$ cat src/rtl/pia_pkg.sv
// Shared definitions for the pseudo-cause interrupt aggregator.
// Assumes three groups with a fixed index order inside the block.
package pia_pkg;
    localparam int GRP_N    = 3;
    localparam int GRP_RX   = 0;
    localparam int GRP_TX   = 1;
    localparam int GRP_MISC = 2;

    typedef enum logic [1:0] {
        REG_CAUSE = 2'd0,
        REG_MASK  = 2'd1,
        REG_NONE  = 2'd2
    } reg_sel_e;
endpackage

$ cat src/rtl/pia_cause_reg.sv
// Sticky summary cause register with clear-on-read.
// Assumes clr_i is a single-cycle read strobe; an input high in the
// clearing cycle is captured at the same edge, so no event is lost.
module pia_cause_reg #(
    parameter int GRP_N = 3
) (
    input  logic             clk,
    input  logic             rst_n,
    input  logic [GRP_N-1:0] grp_i,
    input  logic             clr_i,
    output logic [GRP_N-1:0] cause_o
);
    logic [GRP_N-1:0] cause_q;

    // Accumulate group levels; a read clears the bits held so far
    always_ff @(posedge clk) begin
        if (!rst_n) cause_q <= '0;
        else        cause_q <= (clr_i ? '0 : cause_q) | grp_i;
    end

    assign cause_o = cause_q;
endmodule

$ cat src/rtl/pia_mask_reg.sv
// Software mask register, all ones out of reset (everything masked).
// Assumes wr_i is already qualified by the address decode.
module pia_mask_reg #(
    parameter int DATA_W = 32
) (
    input  logic              clk,
    input  logic              rst_n,
    input  logic              wr_i,
    input  logic [DATA_W-1:0] wdata_i,
    output logic [DATA_W-1:0] mask_o
);
    logic [DATA_W-1:0] mask_q;

    // Load the full word on a qualified write
    always_ff @(posedge clk) begin
        if (!rst_n)    mask_q <= '1;
        else if (wr_i) mask_q <= wdata_i;
    end

    assign mask_o = mask_q;
endmodule

$ cat src/rtl/pia_irq_gen.sv
// Registered interrupt line: OR of summary bits left open by the mask.
// Assumes mask_i is already reduced to one bit per group.
module pia_irq_gen #(
    parameter int GRP_N = 3
) (
    input  logic             clk,
    input  logic             rst_n,
    input  logic [GRP_N-1:0] cause_i,
    input  logic [GRP_N-1:0] mask_i,
    output logic             irq_o
);
    logic irq_q;

    // Register the gated OR so the line is glitch-free
    always_ff @(posedge clk) begin
        if (!rst_n) irq_q <= 1'b0;
        else        irq_q <= |(cause_i & ~mask_i);
    end

    assign irq_o = irq_q;
endmodule

$ cat src/rtl/pseudo_irq_agg.sv
// Top of the pseudo-cause interrupt aggregator: register decode, summary
// placement in the read word, mask bit selection and the interrupt line.
// Assumes at most one of reg_wr_i / reg_rd_i per cycle from the host.
module pseudo_irq_agg #(
    parameter int DATA_W   = 32,
    parameter int ADDR_W   = 4,
    parameter int RX_BIT   = 0,
    parameter int TX_BIT   = 1,
    parameter int MISC_BIT = 2
) (
    input  logic              clk,
    input  logic              rst_n,
    input  logic              rx_pend_i,
    input  logic              tx_pend_i,
    input  logic              misc_pend_i,
    input  logic [ADDR_W-1:0] reg_addr_i,
    input  logic              reg_wr_i,
    input  logic              reg_rd_i,
    input  logic [DATA_W-1:0] reg_wdata_i,
    output logic [DATA_W-1:0] reg_rdata_o,
    output logic              irq_o
);
    import pia_pkg::*;

    localparam int BIT_POS [GRP_N] = '{RX_BIT, TX_BIT, MISC_BIT};

    logic [GRP_N-1:0]  grp;
    logic [GRP_N-1:0]  cause;
    logic [GRP_N-1:0]  mask_sel;
    logic [DATA_W-1:0] mask_word;
    logic [DATA_W-1:0] cause_word;
    logic [DATA_W-1:0] rdata_q;
    reg_sel_e          sel;
    logic              rd_cause;
    logic              wr_mask;

    assign grp[GRP_RX]   = rx_pend_i;
    assign grp[GRP_TX]   = tx_pend_i;
    assign grp[GRP_MISC] = misc_pend_i;

    // Decode the word address into a register select
    always_comb begin
        if (reg_addr_i == ADDR_W'(0))      sel = REG_CAUSE;
        else if (reg_addr_i == ADDR_W'(1)) sel = REG_MASK;
        else                               sel = REG_NONE;
    end

    assign rd_cause = reg_rd_i && (sel == REG_CAUSE);
    assign wr_mask  = reg_wr_i && (sel == REG_MASK);

    pia_cause_reg #(.GRP_N(GRP_N)) cause_i (
        .clk     (clk),
        .rst_n   (rst_n),
        .grp_i   (grp),
        .clr_i   (rd_cause),
        .cause_o (cause)
    );

    pia_mask_reg #(.DATA_W(DATA_W)) mask_i (
        .clk     (clk),
        .rst_n   (rst_n),
        .wr_i    (wr_mask),
        .wdata_i (reg_wdata_i),
        .mask_o  (mask_word)
    );

    // Place each group bit at its word position and pick its mask bit
    for (genvar g = 0; g < GRP_N; g++) begin : g_place
        assign mask_sel[g] = mask_word[BIT_POS[g]];
    end

    // Build the summary word from the group bits
    always_comb begin
        cause_word = '0;
        for (int g = 0; g < GRP_N; g++) begin
            cause_word[BIT_POS[g]] = cause[g];
        end
    end

    pia_irq_gen #(.GRP_N(GRP_N)) irq_i (
        .clk     (clk),
        .rst_n   (rst_n),
        .cause_i (cause),
        .mask_i  (mask_sel),
        .irq_o   (irq_o)
    );

    // Register read data one cycle after the strobe
    always_ff @(posedge clk) begin
        if (!rst_n) begin
            rdata_q <= '0;
        end else if (reg_rd_i) begin
            case (sel)
                REG_CAUSE: rdata_q <= cause_word;
                REG_MASK:  rdata_q <= mask_word;
                default:   rdata_q <= '0;
            endcase
        end
    end

    assign reg_rdata_o = rdata_q;
endmodule

$ cat config.mk
export PLATFORM = sky130hd
export DESIGN_NAME = pseudo_irq_agg
export DESIGN_NICKNAME = d
export VERILOG_FILES = /design/src/rtl/pia_pkg.sv /design/src/rtl/pia_cause_reg.sv /design/src/rtl/pia_mask_reg.sv /design/src/rtl/pia_irq_gen.sv /design/src/rtl/pseudo_irq_agg.sv
export SDC_FILE = /design/constraint.sdc
export NUM_CORES = 1
export LEC_CHECK = 0
export BUFFER_PORTS_ARGS = -buffer_cell sky130_fd_sc_hd__buf_2
export CAP_MARGIN = 20
export CORE_MARGIN = 2
export CORE_UTILIZATION = 50
export DETAILED_ROUTE_END_ITERATION = 10
export PLACE_DENSITY_LB_ADDON = 0.08
export SKIP_LAST_GASP = 1
export SLEW_MARGIN = 30
export SYNTH_ARGS = -nofsm -noshare
export SYNTH_HDL_FRONTEND = slang
export SYNTH_SLANG_ARGS = --single-unit
$ cat constraint.sdc
create_clock -name clk -period 1.3 [get_ports clk]
set_input_delay 0.13 -clock clk [delete_from_list [all_inputs] [get_ports clk]]
set_output_delay 0.13 -clock clk [all_outputs]
set_load 0.03 [all_outputs]
==> results of run 1 <==
## state kept, by name, indices dropped and copies added (netlist names)
name,flops
reg_rdata_o,32
cause_i.cause_o,3
mask_i.mask_o,32
irq_i.irq_o,1
## logic make-up after synthesis
logic type	count (synthesis)	share of synthesized area (%)
flops	68	51.4
mux	35	13.2
buf+inv	25	4.91
simple gates	77	18.7
compound gates	39	11.8
## metrics by stage
stage	util, %	hold WS [ps]	power, mW	worst slack (ps)	area, µm²
after detailed placement	61.0	391	2.49	103	3110
after floorplan	-	290	2.36	210	2650
after global placement	61.0	382	2.48	105	3110
after global routing	64.3	58.7	4.10	230	3280
after CTS	64.3	38.6	3.98	251	3280
final	64.3	54.1	3.93	264	3280
## per-layer routing
metal	track usage, %	routed length [µm]	part of all wire (%)	vias to the layer above
met1	23.0	2450	48	916
met5	0	0	0	-
li1	-	-	-	993
met3	4.47	244	4.7	8
met2	29.0	2390	47	49
met4	8.73	61	1.2	0
## power groups by stage
| stage | Sequential [mW] | Clock (mW) | Combinational (mW) |
|---|---|---|---|
| floorplan | 2.21 | 0 | 0.150 |
| global placement | 2.18 | 0 | 0.297 |
| detailed placement | 2.18 | 0 | 0.300 |
| CTS | 2.14 | 1.54 | 0.300 |
| global route | 2.14 | 1.63 | 0.325 |
| finish | 2.14 | 1.49 | 0.297 |
## placed cells by master (no fill, tap or decap), drive strengths merged
master | Yosys | final
and3 | 2 | 2
nor3 | 1 | 1
inv | 6 | 6
o21ai | 3 | 3
a222oi | 1 | 1
nor4b | 1 | 1
or4b | 1 | 1
a21oi | 3 | 3
dfxtp | 68 | 68
a22o | 29 | 29
nor2b | 65 | 65
buf | 10 | 86
clkbuf | 9 | 12
clkinvlp | 0 | 2
and2 | 3 | 3
clkinv | 0 | 2
o22ai | 3 | 3
and2b | 1 | 1
nor2 | 3 | 3
mux2i | 35 | 35
## area by class of cell
| type | count | area share, % |
|---|---|---|
| Sequential cell | 68 | 41.4 |
| Multi-Input combinational cell | 151 | 35.3 |
| Timing Repair Buffer | 86 | 14.7 |
| Clock buffer | 12 | 4.42 |
| Tap cell | 70 | 2.67 |
| Clock inverter | 4 | 0.762 |
| Inverter | 6 | 0.686 |
## worst register-to-register path, stage by stage (launching register included)
cell      delay [ps]
dfxtp_1          370
inv_1             50
a222oi_1         290
nor2b_1           70
## worst min-delay path by stage
stage,to,depth (start not counted)
detailed placement,mask_i.mask_o[6]$_SDFFE_PN1P_,3
global placement,mask_i.mask_o[1]$_SDFFE_PN1P_,3
global route,mask_i.mask_o[1]$_SDFFE_PN1P_,3
finish,mask_i.mask_o[7]$_SDFFE_PN1P_,3
CTS,mask_i.mask_o[7]$_SDFFE_PN1P_,3
floorplan,cause_i.cause_o[0]$_SDFF_PN0_,2
## Yosys cell counts
cell type and n:
a222oi_1 1, o21ai_0 3, o22ai_1 3, and2b_1 1, buf_2 5, a21oi_1 3, buf_8 1, buf_4 3
and3_1 2, nor2_1 3, nor2b_1 65, clkbuf_1 9, buf_6 1, mux2i_1 35, nor3_1 1, inv_1 6
nor4b_4 1, and2_1 3, or4b_1 1, dfxtp_1 68, a22o_1 29
==> qor_table.md, run 1 <==
| Group | Parameter | Reported |
|:---|:---|:---|
| drt | Routed WL per cell | 13.0 µm |
| clocking | H-Tree Level Count | 3 |
| timing | Setup Viol. Count Final | 0 |
| timing | Period utilisation layout | 79.7% |
| power and ir drop | Clock network fraction of total power | 38.0% |
| timing | Relative slew slack | 77.0% |
| critical path | Worst reg-to-reg path cell count | 3 |
| critical path | Delay contributed by the slowest stage of the critical path | 370 ps |
| synth | Most area-hungry cell type in the Yosys netlist | dfxtp_1 |
| power and ir drop | Power density of the placed cells | 1200 mW/mm² |
| critical path | Reg-to-reg setup timing slack | 400 ps |
| synth | Mean area per synthesized cell | 10.9 µm² |
| grt | Via count of the first global-routing pass | 1859 |
| critical path | Buffers plus inverters on the worst setup path | 1 |
| drt | DRC violations left | 0 |
| critical path | Highest fanout seen on the critical path | 2 |
| timing | Hold violation count in the final report | 0 |
| final layout | Fraction of layout cells with a size suffix above 1 | 31.2% |
| die | Num ports | 76 |
| synth | Synth Cell Area | 0.00265 mm² |
| placed design | Number of placed instances, taps included | 381 |
| placed design | Global placement routability congestion | 0.740 |
| critical path | Setup crit end kind | primary output |
| drt | Post-DRT Antenna Nets | 0 |
| power and ir drop | Logic pwr share | 7.6% |
| final layout | Multi-input gate area | 0.00116 mm² |
| grt | Number of antenna violations at the first check in global routing | 0 |
| power and ir drop | Worst voltage drop across the vdd grid | 0.000621 V |
| critical path | Startpoint type of the worst setup path | register |
| synth | Share of the yosys chip area belonging to registers | 51.4% |
| final layout | Area grow syn2layout | 23.9% |
| synth | Flip-flop and latch count after synthesis | 68 |
| final layout | Final net count | 365 |
| critical path | WS Path Type | register to primary output |
| drt | Count of TritonRoute iterations in the first routing pass | 4 |
| power and ir drop | Leakage power figure | 1.40 nW |
| clocking | Buffer count from post-CTS setup fixing | 0 |
| critical path | Critical register-to-register path startpoint | mask_i.mask_o[1]$_SDFFE_PN1P_ |
| final layout | Fillers | 466 |
| drt | Drt initial violations | 65 |
| grt | Wire length of the first global-routing pass | 8.47 mm |
| critical path | Critical Path Stages | 1 |
| critical path | Slowest cell on the critical path | dfxtp_1 |
| clocking | Hold-fix buffers at CTS | 0 |
| die | Die Span Y | 76.8 µm |
| clocking | Largest buffer count on any clock path | 2 |
| final layout | Area taken by flip-flops and latches | 0.00136 mm² |
| power and ir drop | Switch share | 23.4% |
| synth | Number of distinct standard cells referenced by the synthesized netlist | 21 |
| die | Die Span X | 76.8 µm |
| die | Row count | 26 |
| synth | Synthesized netlist cell count | 244 |
| timing | Post-layout min period | 1040 ps |
| worst hold path | Worst hold path startpoint | reg_wdata_i[7] |
| timing | Max-slew violation count | 0 |
| timing | Setup Skew | 6.97 ps |
| clocking | Resized cells post-CTS | 0 |
| grt | Leftover overflow at the end of global routing | 0 |
| critical path | Worst Path Required | 1170 ps |
| clocking | Number of clock sinks seen by CTS | 68 |
| drt | Vias post-DR | 1966 |
| critical path | Critical Path AT | 910 ps |
| power and ir drop | Total internal power | 3.01 mW |
| critical path | Last element of the critical path | reg_rdata_o[31] |
| die | Standard cell core area | 0.00511 mm² |
| synth | Post-Synthesis Net Count | 287 |
| grt | Maximum number of pins on one net before global-route repair | 31 |
| critical path | CP Cell Sequence | buf_2 |
| synth | Cell types with the largest area share after synthesis | dfxtp_1 51%, nor2b_1 15%, mux2i_1 13% |
| power and ir drop | Reg power frac | 54.4% |
| die | Die Footprint | 0.00590 mm² |
| synth | Share of the synthesized area in the top cell type | 51.4% |
| clocking | CTS tree | built |
| clocking | Clock insertion delay at the later pin of the skew report | 330 ps |
| final layout | Ant. Diodes | 0 |
| critical path | Critical path's top delay family | flip-flops |
| critical path | Timing startpoint of the critical path | reg_rdata_o[31]$_SDFFE_PN0P_ |
| clocking | Clock edge transition at the registers on the reported setup and hold paths | 70 ps |
| drt | Drt via density | 4.95 |
| worst hold path | Worst hold-check path type | input port to register |
| placed design | Count of input and output buffers | 75 |
| drt | Total wire length after detailed routing | 5.14 mm |
| timing | Fmax | 965 MHz |
| power and ir drop | Net switching power of the design | 0.920 mW |
| die | Starting Density | 51.9% |
| critical path | Terminus of the critical flop-to-flop path | irq_i.irq_o$_SDFF_PN0_ |
| final layout | Final non-filler cell total | 397 |
| timing | Actual transition at the worst max-transition pin | 345 ps |
| placed design | Hpwl dp | 3.49 mm |
| clocking | Master cell of the clock root buffer | clkbuf_8 |
| clocking | Number of buffers inserted during clock tree synthesis | 9 |
| run | Max-capacitance violation count | 0 |
| synth | Count of yosys warnings during synthesis | 0 |
| timing | Final-layout setup total negative slack | 0 ps |
| grt | Global-route usage over all layers | 18.2% |
| run status | Run status | complete, no violations |
| timing | Unrepaired setup endpoints after global routing | no |
Note: power is estimated with default switching activity, not from simulation.
==> run 2, diff against run 1 <==
--- a/config.mk
+++ b/config.mk
@@ -8,7 +8,7 @@
 export BUFFER_PORTS_ARGS = -buffer_cell sky130_fd_sc_hd__buf_2
 export CAP_MARGIN = 20
 export CORE_MARGIN = 2
-export CORE_UTILIZATION = 50
+export CORE_UTILIZATION = 46
 export DETAILED_ROUTE_END_ITERATION = 10
 export PLACE_DENSITY_LB_ADDON = 0.08
 export SKIP_LAST_GASP = 1
==> constraint.sdc (replaced) <==
create_clock -name clk -period 0.95 [get_ports clk]
set_input_delay 0.095 -clock clk [delete_from_list [all_inputs] [get_ports clk]]
set_output_delay 0.095 -clock clk [all_outputs]
set_load 0.03 [all_outputs]
==> qor_table.md, run 2 (synthesis gave the netlist of run 1 again) <==
| Group | Parameter | Reported | Delta |
|:---|:---|:---|:---|
| timing | Actual transition at the worst max-transition pin | 316 ps | -29.0 ps |
| placed design | Global placement routability congestion | 0.748 | +1.0% |
| critical path | Buffers plus inverters on the worst setup path | 1 | unchanged |
| critical path | WS Path Type | register to primary output |  |
| final layout | Fillers | 461 | -1.1% |
| timing | Hold violation count in the final report | 0 | unchanged |
| drt | DRC violations left | 0 | unchanged |
| clocking | Number of buffers inserted during clock tree synthesis | 9 | unchanged |
| grt | Via count of the first global-routing pass | 1843 | -0.86% |
| drt | Post-DRT Antenna Nets | 0 | unchanged |
| grt | Global-route usage over all layers | 18.6% | +0.42 points |
| clocking | Clock insertion delay at the later pin of the skew report | 340 ps | about the same |
| clocking | CTS tree | built |  |
| timing | Unrepaired setup endpoints after global routing | yes |  |
| final layout | Most frequent standard cell in the layout excluding fill and tap cells | nor2b_1 |  |
| clocking | H-Tree Level Count | 3 | unchanged |
| critical path | Slowest cell on the critical path | dfxtp_2 |  |
| final layout | Post-layout instance area | 0.00365 mm² | +11% |
| drt | Total wire length after detailed routing | 5.60 mm | +8.8% |
| power and ir drop | Power density of the placed cells | 1570 mW/mm² | +31% |
| critical path | Worst Path Required | 850 ps | -320 ps |
| timing | Final-layout setup total negative slack | 0 ps | unchanged |
| timing | Setup Skew | 5.41 ps | -1.56 ps |
| final layout | Area taken by flip-flops and latches | 0.00140 mm² | +3.0% |
| critical path | Critical Path AT | 830 ps | -80 ps |
| run status | Run status | complete, no violations |  |
| final layout | Final net count | 372 | +1.9% |
| timing | Setup Viol. Count Final | 0 | unchanged |
| critical path | CP Cell Sequence | buf_6 |  |
| timing | Max-slew violation count | 0 | unchanged |
| placed design | Cell area after placement | 0.00318 mm² | +2.2% |
| timing | Post-layout min period | 929 ps |  |
| drt | Drt initial violations | 61 | -6.2% |
| die | Row count | 27 | +3.8% |
| die | Num ports | 76 | unchanged |
| timing | Setup WS post-layout | 20.8 ps | -243 ps |
| grt | Maximum number of pins on one net before global-route repair | 43 | +39% |
| critical path | Startpoint type of the worst setup path | register |  |
| clocking | Number of clock sinks seen by CTS | 68 | unchanged |
| die | Standard cell core area | 0.00554 mm² | +8.5% |
| power and ir drop | Leakage power figure | 1.49 nW | +6.2% |
| grt | Number of antenna violations at the first check in global routing | 0 | unchanged |
| placed design | Hpwl dp | 3.67 mm | +5.0% |
| run | Max-capacitance violation count | 0 | unchanged |
| final layout | Ant. Diodes | 0 | unchanged |
| timing | Relative slew slack | 78.9% | +1.9 points |
| placed design | Number of placed instances, taps included | 387 | +1.6% |
| timing | Period utilisation layout | 97.8% |  |
| final layout | Most frequent cells in the layout | 65 x nor2b_1, 42 x buf_2, 35 x mux2i_1, 35 x dfxtp_1, 33 x dfxtp_2 |  |
| critical path | Setup crit end kind | primary output |  |
| drt | Routed WL per cell | 13.8 µm | +6.4% |
| power and ir drop | Worst voltage drop across the vdd grid | 0.00102 V | +64% |
| die | Die Span X | 79.9 µm | +4.0% |
| grt | Wire length of the first global-routing pass | 8.98 mm | +6.0% |
| clocking | Largest buffer count on any clock path | 2 | unchanged |
| clocking | Master cell of the clock root buffer | clkbuf_8 |  |
| timing | Fmax | 1080 MHz |  |
| final layout | Fraction of layout cells with a size suffix above 1 | 42.8% | +12 points |
| final layout | Multi-input gate area | 0.00116 mm² | unchanged |
| drt | Vias post-DR | 1989 | +1.2% |
| worst hold path | Worst hold-check path type | input port to register |  |
| critical path | Delay contributed by the slowest stage of the critical path | 360 ps | about the same |
| die | Die Span Y | 79.9 µm | +4.0% |
| placed design | Post-Place Setup Slack | -254 ps | -357 ps |
| die | Die Footprint | 0.00638 mm² | +8.2% |
| drt | Drt via density | 4.90 | -1.1% |
| critical path | Critical path's top delay family | flip-flops |  |
| drt | Count of TritonRoute iterations in the first routing pass | 4 | unchanged |
| clocking | Clock edge transition at the registers on the reported setup and hold paths | 70 ps | about the same |
| grt | Leftover overflow at the end of global routing | 0 | unchanged |
| placed design | Count of input and output buffers | 75 | unchanged |
| final layout | Final non-filler cell total | 406 | +2.3% |
| critical path | Highest fanout seen on the critical path | 2 | unchanged |
| die | Starting Density | 47.8% | -4.1 points |
| final layout | Area grow syn2layout | 37.6% |  |
## run 2: changes by cell type in the layout (fill, tap and decap cells not counted), sizes merged
cell	before	now
buf	86	91
clkinv	2	3
clkbuf	12	9
bufinv	0	1
dlygate4sd3	0	2
clkinvlp	2	3
## run 2: final cells by class
type	instances	area share [%]
inverter	6	0.617
sequential	68	38.5
clock inverter	7	1.85
multi-input combinational	151	31.8
timing repair buffer	93	21.4
tap	72	2.47
clock buffer	9	3.40
## run 2: worst min-delay path, cell delays in order
cell,delay (ps)
buf_2,70
nor2b_1,30
mux2i_1,100
## run 2: final timing paths
| kind | startpoint | endpoint | slack (ps) | depth (start not counted) |
|---|---|---|---|---|
| hold / removal | reg_wdata_i[2] | mask_i.mask_o[2]$_SDFFE_PN1P_ | 10 | 3 |
| hold reg to reg | mask_i.mask_o[31]$_SDFFE_PN1P_ | reg_rdata_o[31]$_SDFFE_PN0P_ | 470 | 1 |
| setup / recovery | reg_rdata_o[31]$_SDFFE_PN0P_ | reg_rdata_o[31] | 20 | 1 |
| setup reg to reg | mask_i.mask_o[1]$_SDFFE_PN1P_ | irq_i.irq_o$_SDFF_PN0_ | 20 | 3 |
## run 2: routing by layer
metal	up-vias	routed length (µm)	global-route usage, %
met5	-	0	0
met4	0	96	8.64
met3	9	304	5.32
li1	1005	-	-
met2	58	2530	27.1
met1	917	2670	25.3
## run 2: metrics by stage
step | hold WS [ps] | total power [mW] | utilization (%)
floorplan | 255 | 3.23 | -
global placement | 346 | 3.43 | 57.5
detailed placement | 359 | 3.43 | 57.5
CTS | 0.523 | 5.77 | 64.1
global route | 0.650 | 5.96 | 65.8
finish | 10.4 | 5.73 | 65.8
## run 2: what timing repair did
item                                    in CTS  in global routing
pin swaps                                    0                  1
endpoints found under the setup margin      32                 26
endpoints found under the hold margin        2                  0
hold buffers                                 2                  0
gates resized for setup                     59                 41
buffers inserted                             0                  1
## run 2: report_power, final
part | internal [mW] | total, mW | switching [mW]
combinational | 0.257 | 0.471 | 0.213
sequential | 2.90 | 2.93 | 0.0320
clock | 1.20 | 2.32 | 1.13
total | 4.35 | 5.73 | 1.37
==> run 3, diff against run 2 <==
--- a/config.mk
+++ b/config.mk
@@ -7,12 +7,15 @@
 export LEC_CHECK = 0
 export BUFFER_PORTS_ARGS = -buffer_cell sky130_fd_sc_hd__buf_2
 export CAP_MARGIN = 20
+export CORE_ASPECT_RATIO = 1.2
 export CORE_MARGIN = 2
 export CORE_UTILIZATION = 46
 export DETAILED_ROUTE_END_ITERATION = 10
+export GPL_TIMING_DRIVEN = 0
 export PLACE_DENSITY_LB_ADDON = 0.08
 export SKIP_LAST_GASP = 1
 export SLEW_MARGIN = 30
 export SYNTH_ARGS = -nofsm -noshare
 export SYNTH_HDL_FRONTEND = slang
 export SYNTH_SLANG_ARGS = --single-unit
+export TNS_END_PERCENT = 100
==> qor_table.md, run 3 (synthesis gave the netlist of run 1 again) <==
| Group | Parameter | Reported | Delta |
|:---|:---|:---|:---|
| drt | Drt via density | 5.01 | +2.3% |
| final layout | Final non-filler cell total | 400 | -1.5% |
| placed design | Count of input and output buffers | 73 | -2.7% |
| worst hold path | Worst hold-check path type | input port to register |  |
| grt | Leftover overflow at the end of global routing | 0 | unchanged |
| placed design | Post-Place Setup Slack | -356 ps | -102 ps |
| critical path | CP Cell Sequence | buf_6 |  |
| final layout | Ant. Diodes | 0 | unchanged |
| die | Row count | 30 | +11% |
| timing | Period utilisation layout | 97.2% | -0.56 points |
| die | Standard cell core area | 0.00559 mm² | +0.95% |
| timing | Setup Viol. Count Final | 0 | unchanged |
| clocking | Master cell of the clock root buffer | clkbuf_8 |  |
| placed design | Global placement routability congestion | 0.698 | -6.6% |
| critical path | Critical Path AT | 830 ps | about the same |
| drt | Count of TritonRoute iterations in the first routing pass | 4 | unchanged |
| power and ir drop | Design Power | 5.44 mW | -4.9% |
| final layout | Fillers | 498 | +8.0% |
| critical path | Delay contributed by the slowest stage of the critical path | 350 ps | about the same |
| clocking | CTS tree | built |  |
| critical path | Worst Path Required | 850 ps | about the same |
| timing | Relative slew slack | 66.7% | -12 points |
| die | Die Span Y | 87.1 µm | +9.1% |
| drt | Drt initial violations | 120 | +97% |
| timing | Hold violation count in the final report | 0 | unchanged |
| final layout | Area taken by flip-flops and latches | 0.00140 mm² | -0.27% |
| placed design | Number of placed instances, taps included | 381 | -1.6% |
| drt | Post-DRT Antenna Nets | 0 | unchanged |
| critical path | Startpoint type of the worst setup path | register |  |
| clocking | Number of clock sinks seen by CTS | 68 | unchanged |
| worst hold path | Min-Delay Path Depth | 3 | unchanged |
| run status | Run status | complete, no violations |  |
| clocking | Largest buffer count on any clock path | 2 | unchanged |
| critical path | Critical path's top delay family | flip-flops |  |
| critical path | Worst reg-to-reg path cell count | 3 | unchanged |
| final layout | Fraction of layout cells with a size suffix above 1 | 39.0% | -3.8 points |
| critical path | WS Path Type | register to primary output |  |
| critical path | Highest fanout seen on the critical path | 2 | unchanged |
| die | Num ports | 76 | unchanged |
| critical path | Setup crit end kind | primary output |  |
| die | Starting Density | 47.4% | -0.45 points |
| timing | Setup Skew | 7.94 ps | +2.53 ps |
| power and ir drop | Worst voltage drop across the vdd grid | 0.000926 V | -8.8% |
| grt | Global-route usage over all layers | 18.8% | +0.21 points |
| power and ir drop | Leakage power figure | 1.44 nW | -3.0% |
| critical path | Slowest cell on the critical path | dfxtp_1 |  |
| drt | Vias post-DR | 2005 | +0.80% |
| final layout | Most frequent cells in the layout | 65 x nor2b_1, 43 x buf_2, 38 x dfxtp_1 |  |
| drt | DRC violations left | 0 | unchanged |
| clocking | Clock edge transition at the registers on the reported setup and hold paths | 70 ps | about the same |
| grt | Via count of the first global-routing pass | 1960 | +6.3% |
| critical path | Critical Path Stages | 1 | unchanged |
| grt | Number of antenna violations at the first check in global routing | 0 | unchanged |
| clocking | Clock insertion delay at the later pin of the skew report | 340 ps | about the same |
| timing | Actual transition at the worst max-transition pin | 500 ps | +184 ps |
| final layout | Most frequent standard cell in the layout excluding fill and tap cells | nor2b_1 |  |
| critical path | Buffers plus inverters on the worst setup path | 1 | unchanged |
| drt | Routed WL per cell | 14.0 µm | +1.5% |
| run | Max-capacitance violation count | 0 | unchanged |
| timing | Setup WS post-layout | 26.2 ps | +5.34 ps |
| timing | Max-slew violation count | 0 | unchanged |
| timing | Unrepaired setup endpoints after global routing | no |  |
| timing | Fmax | 1080 MHz | +0.58% |
| placed design | Hpwl dp | 3.82 mm | +4.1% |
| grt | Wire length of the first global-routing pass | 9.10 mm | +1.3% |
| clocking | H-Tree Level Count | 3 | unchanged |
| drt | Total wire length after detailed routing | 5.59 mm | about the same |
| clocking | Number of buffers inserted during clock tree synthesis | 9 | unchanged |
| final layout | Final net count | 374 | +0.54% |
| die | Die Span X | 73.3 µm | -8.3% |
| grt | Maximum number of pins on one net before global-route repair | 12 | -72% |
| power and ir drop | Power density of the placed cells | 1530 mW/mm² | -2.4% |
| final layout | Final design utilization | 63.5% | -2.3 points |
| final layout | Area grow syn2layout | 34.0% |  |
| die | Die Footprint | 0.00639 mm² | about the same |
| final layout | Multi-input gate area | 0.00116 mm² | +0.32% |
| timing | Post-layout min period | 924 ps | -5.34 ps |
-- run 3: changes by cell type in the layout (fill, tap and decap cells not counted), sizes merged --
cell      change
buf           -8
bufinv        -1
clkbuf       +13
clkinv        -1
clkinvlp      -1
-- run 3: final cells by class --
| class | instances | area share, % |
|---|---|---|
| Sequential cell | 68 | 39.4 |
| Multi-Input combinational cell | 151 | 32.8 |
| Timing Repair Buffer | 77 | 17.0 |
| Clock buffer | 12 | 4.09 |
| Buffer | 18 | 3.21 |
| Tap cell | 64 | 2.25 |
| Clock inverter | 4 | 0.704 |
| Inverter | 6 | 0.634 |
-- run 3: what timing repair did --
item / in CTS / in global routing
hold buffers: 2 / 0
gates resized for setup: 55 / 44
setup buffers: 0 / 2
pin swaps: 0 / 3
endpoints found under the hold margin: 2 / 0
setup endpoints to repair: 32 / 46
cloned: 0 / 0
-- run 3: where the power goes --
| part | switching [mW] | total (mW) | internal [mW] |
|---|---|---|---|
| Combinational | 0.213 | 0.442 | 0.229 |
| Clock | 1.06 | 2.07 | 1.01 |
| Sequential | 0.0322 | 2.93 | 2.90 |
-- run 3: metal layers --
layer  part of all wire (%)  track usage (%)  wire length, µm  up-vias
met5                      0                0                0        -
met4                   0.82             8.59               46        0
li1                       -                -                -     1004
met1                     44             23.2             2450      945
met2                     50             30.1             2800       52
met3                    5.4             5.44              301        4
-- run 3: final timing paths --
| kind | end | start | slack [ps] |
|---|---|---|---|
| hold / removal | mask_i.mask_o[1]$_SDFFE_PN1P_ | reg_wdata_i[1] | 7 |
| setup reg to reg | irq_i.irq_o$_SDFF_PN0_ | mask_i.mask_o[0]$_SDFFE_PN1P_ | 60 |
| hold reg to reg | reg_rdata_o[22]$_SDFFE_PN0P_ | mask_i.mask_o[22]$_SDFFE_PN1P_ | 470 |
| setup / recovery | reg_rdata_o[26] | reg_rdata_o[26]$_SDFFE_PN0P_ | 30 |
-- run 3: per-stage QoR --
step | hold slack [ps] | TNS [ps] | area [µm²]
6_report | 7.00 | 0 | 3550
5_1_grt | 12.9 | 0 | 3550
4_1_cts | 0.754 | -27.7 | 3450
3_5_place_dp | 357 | -16550 | 3110
3_3_place_gp | 347 | -16410 | 3110
2_1_floorplan | 255 | -1250 | 2670
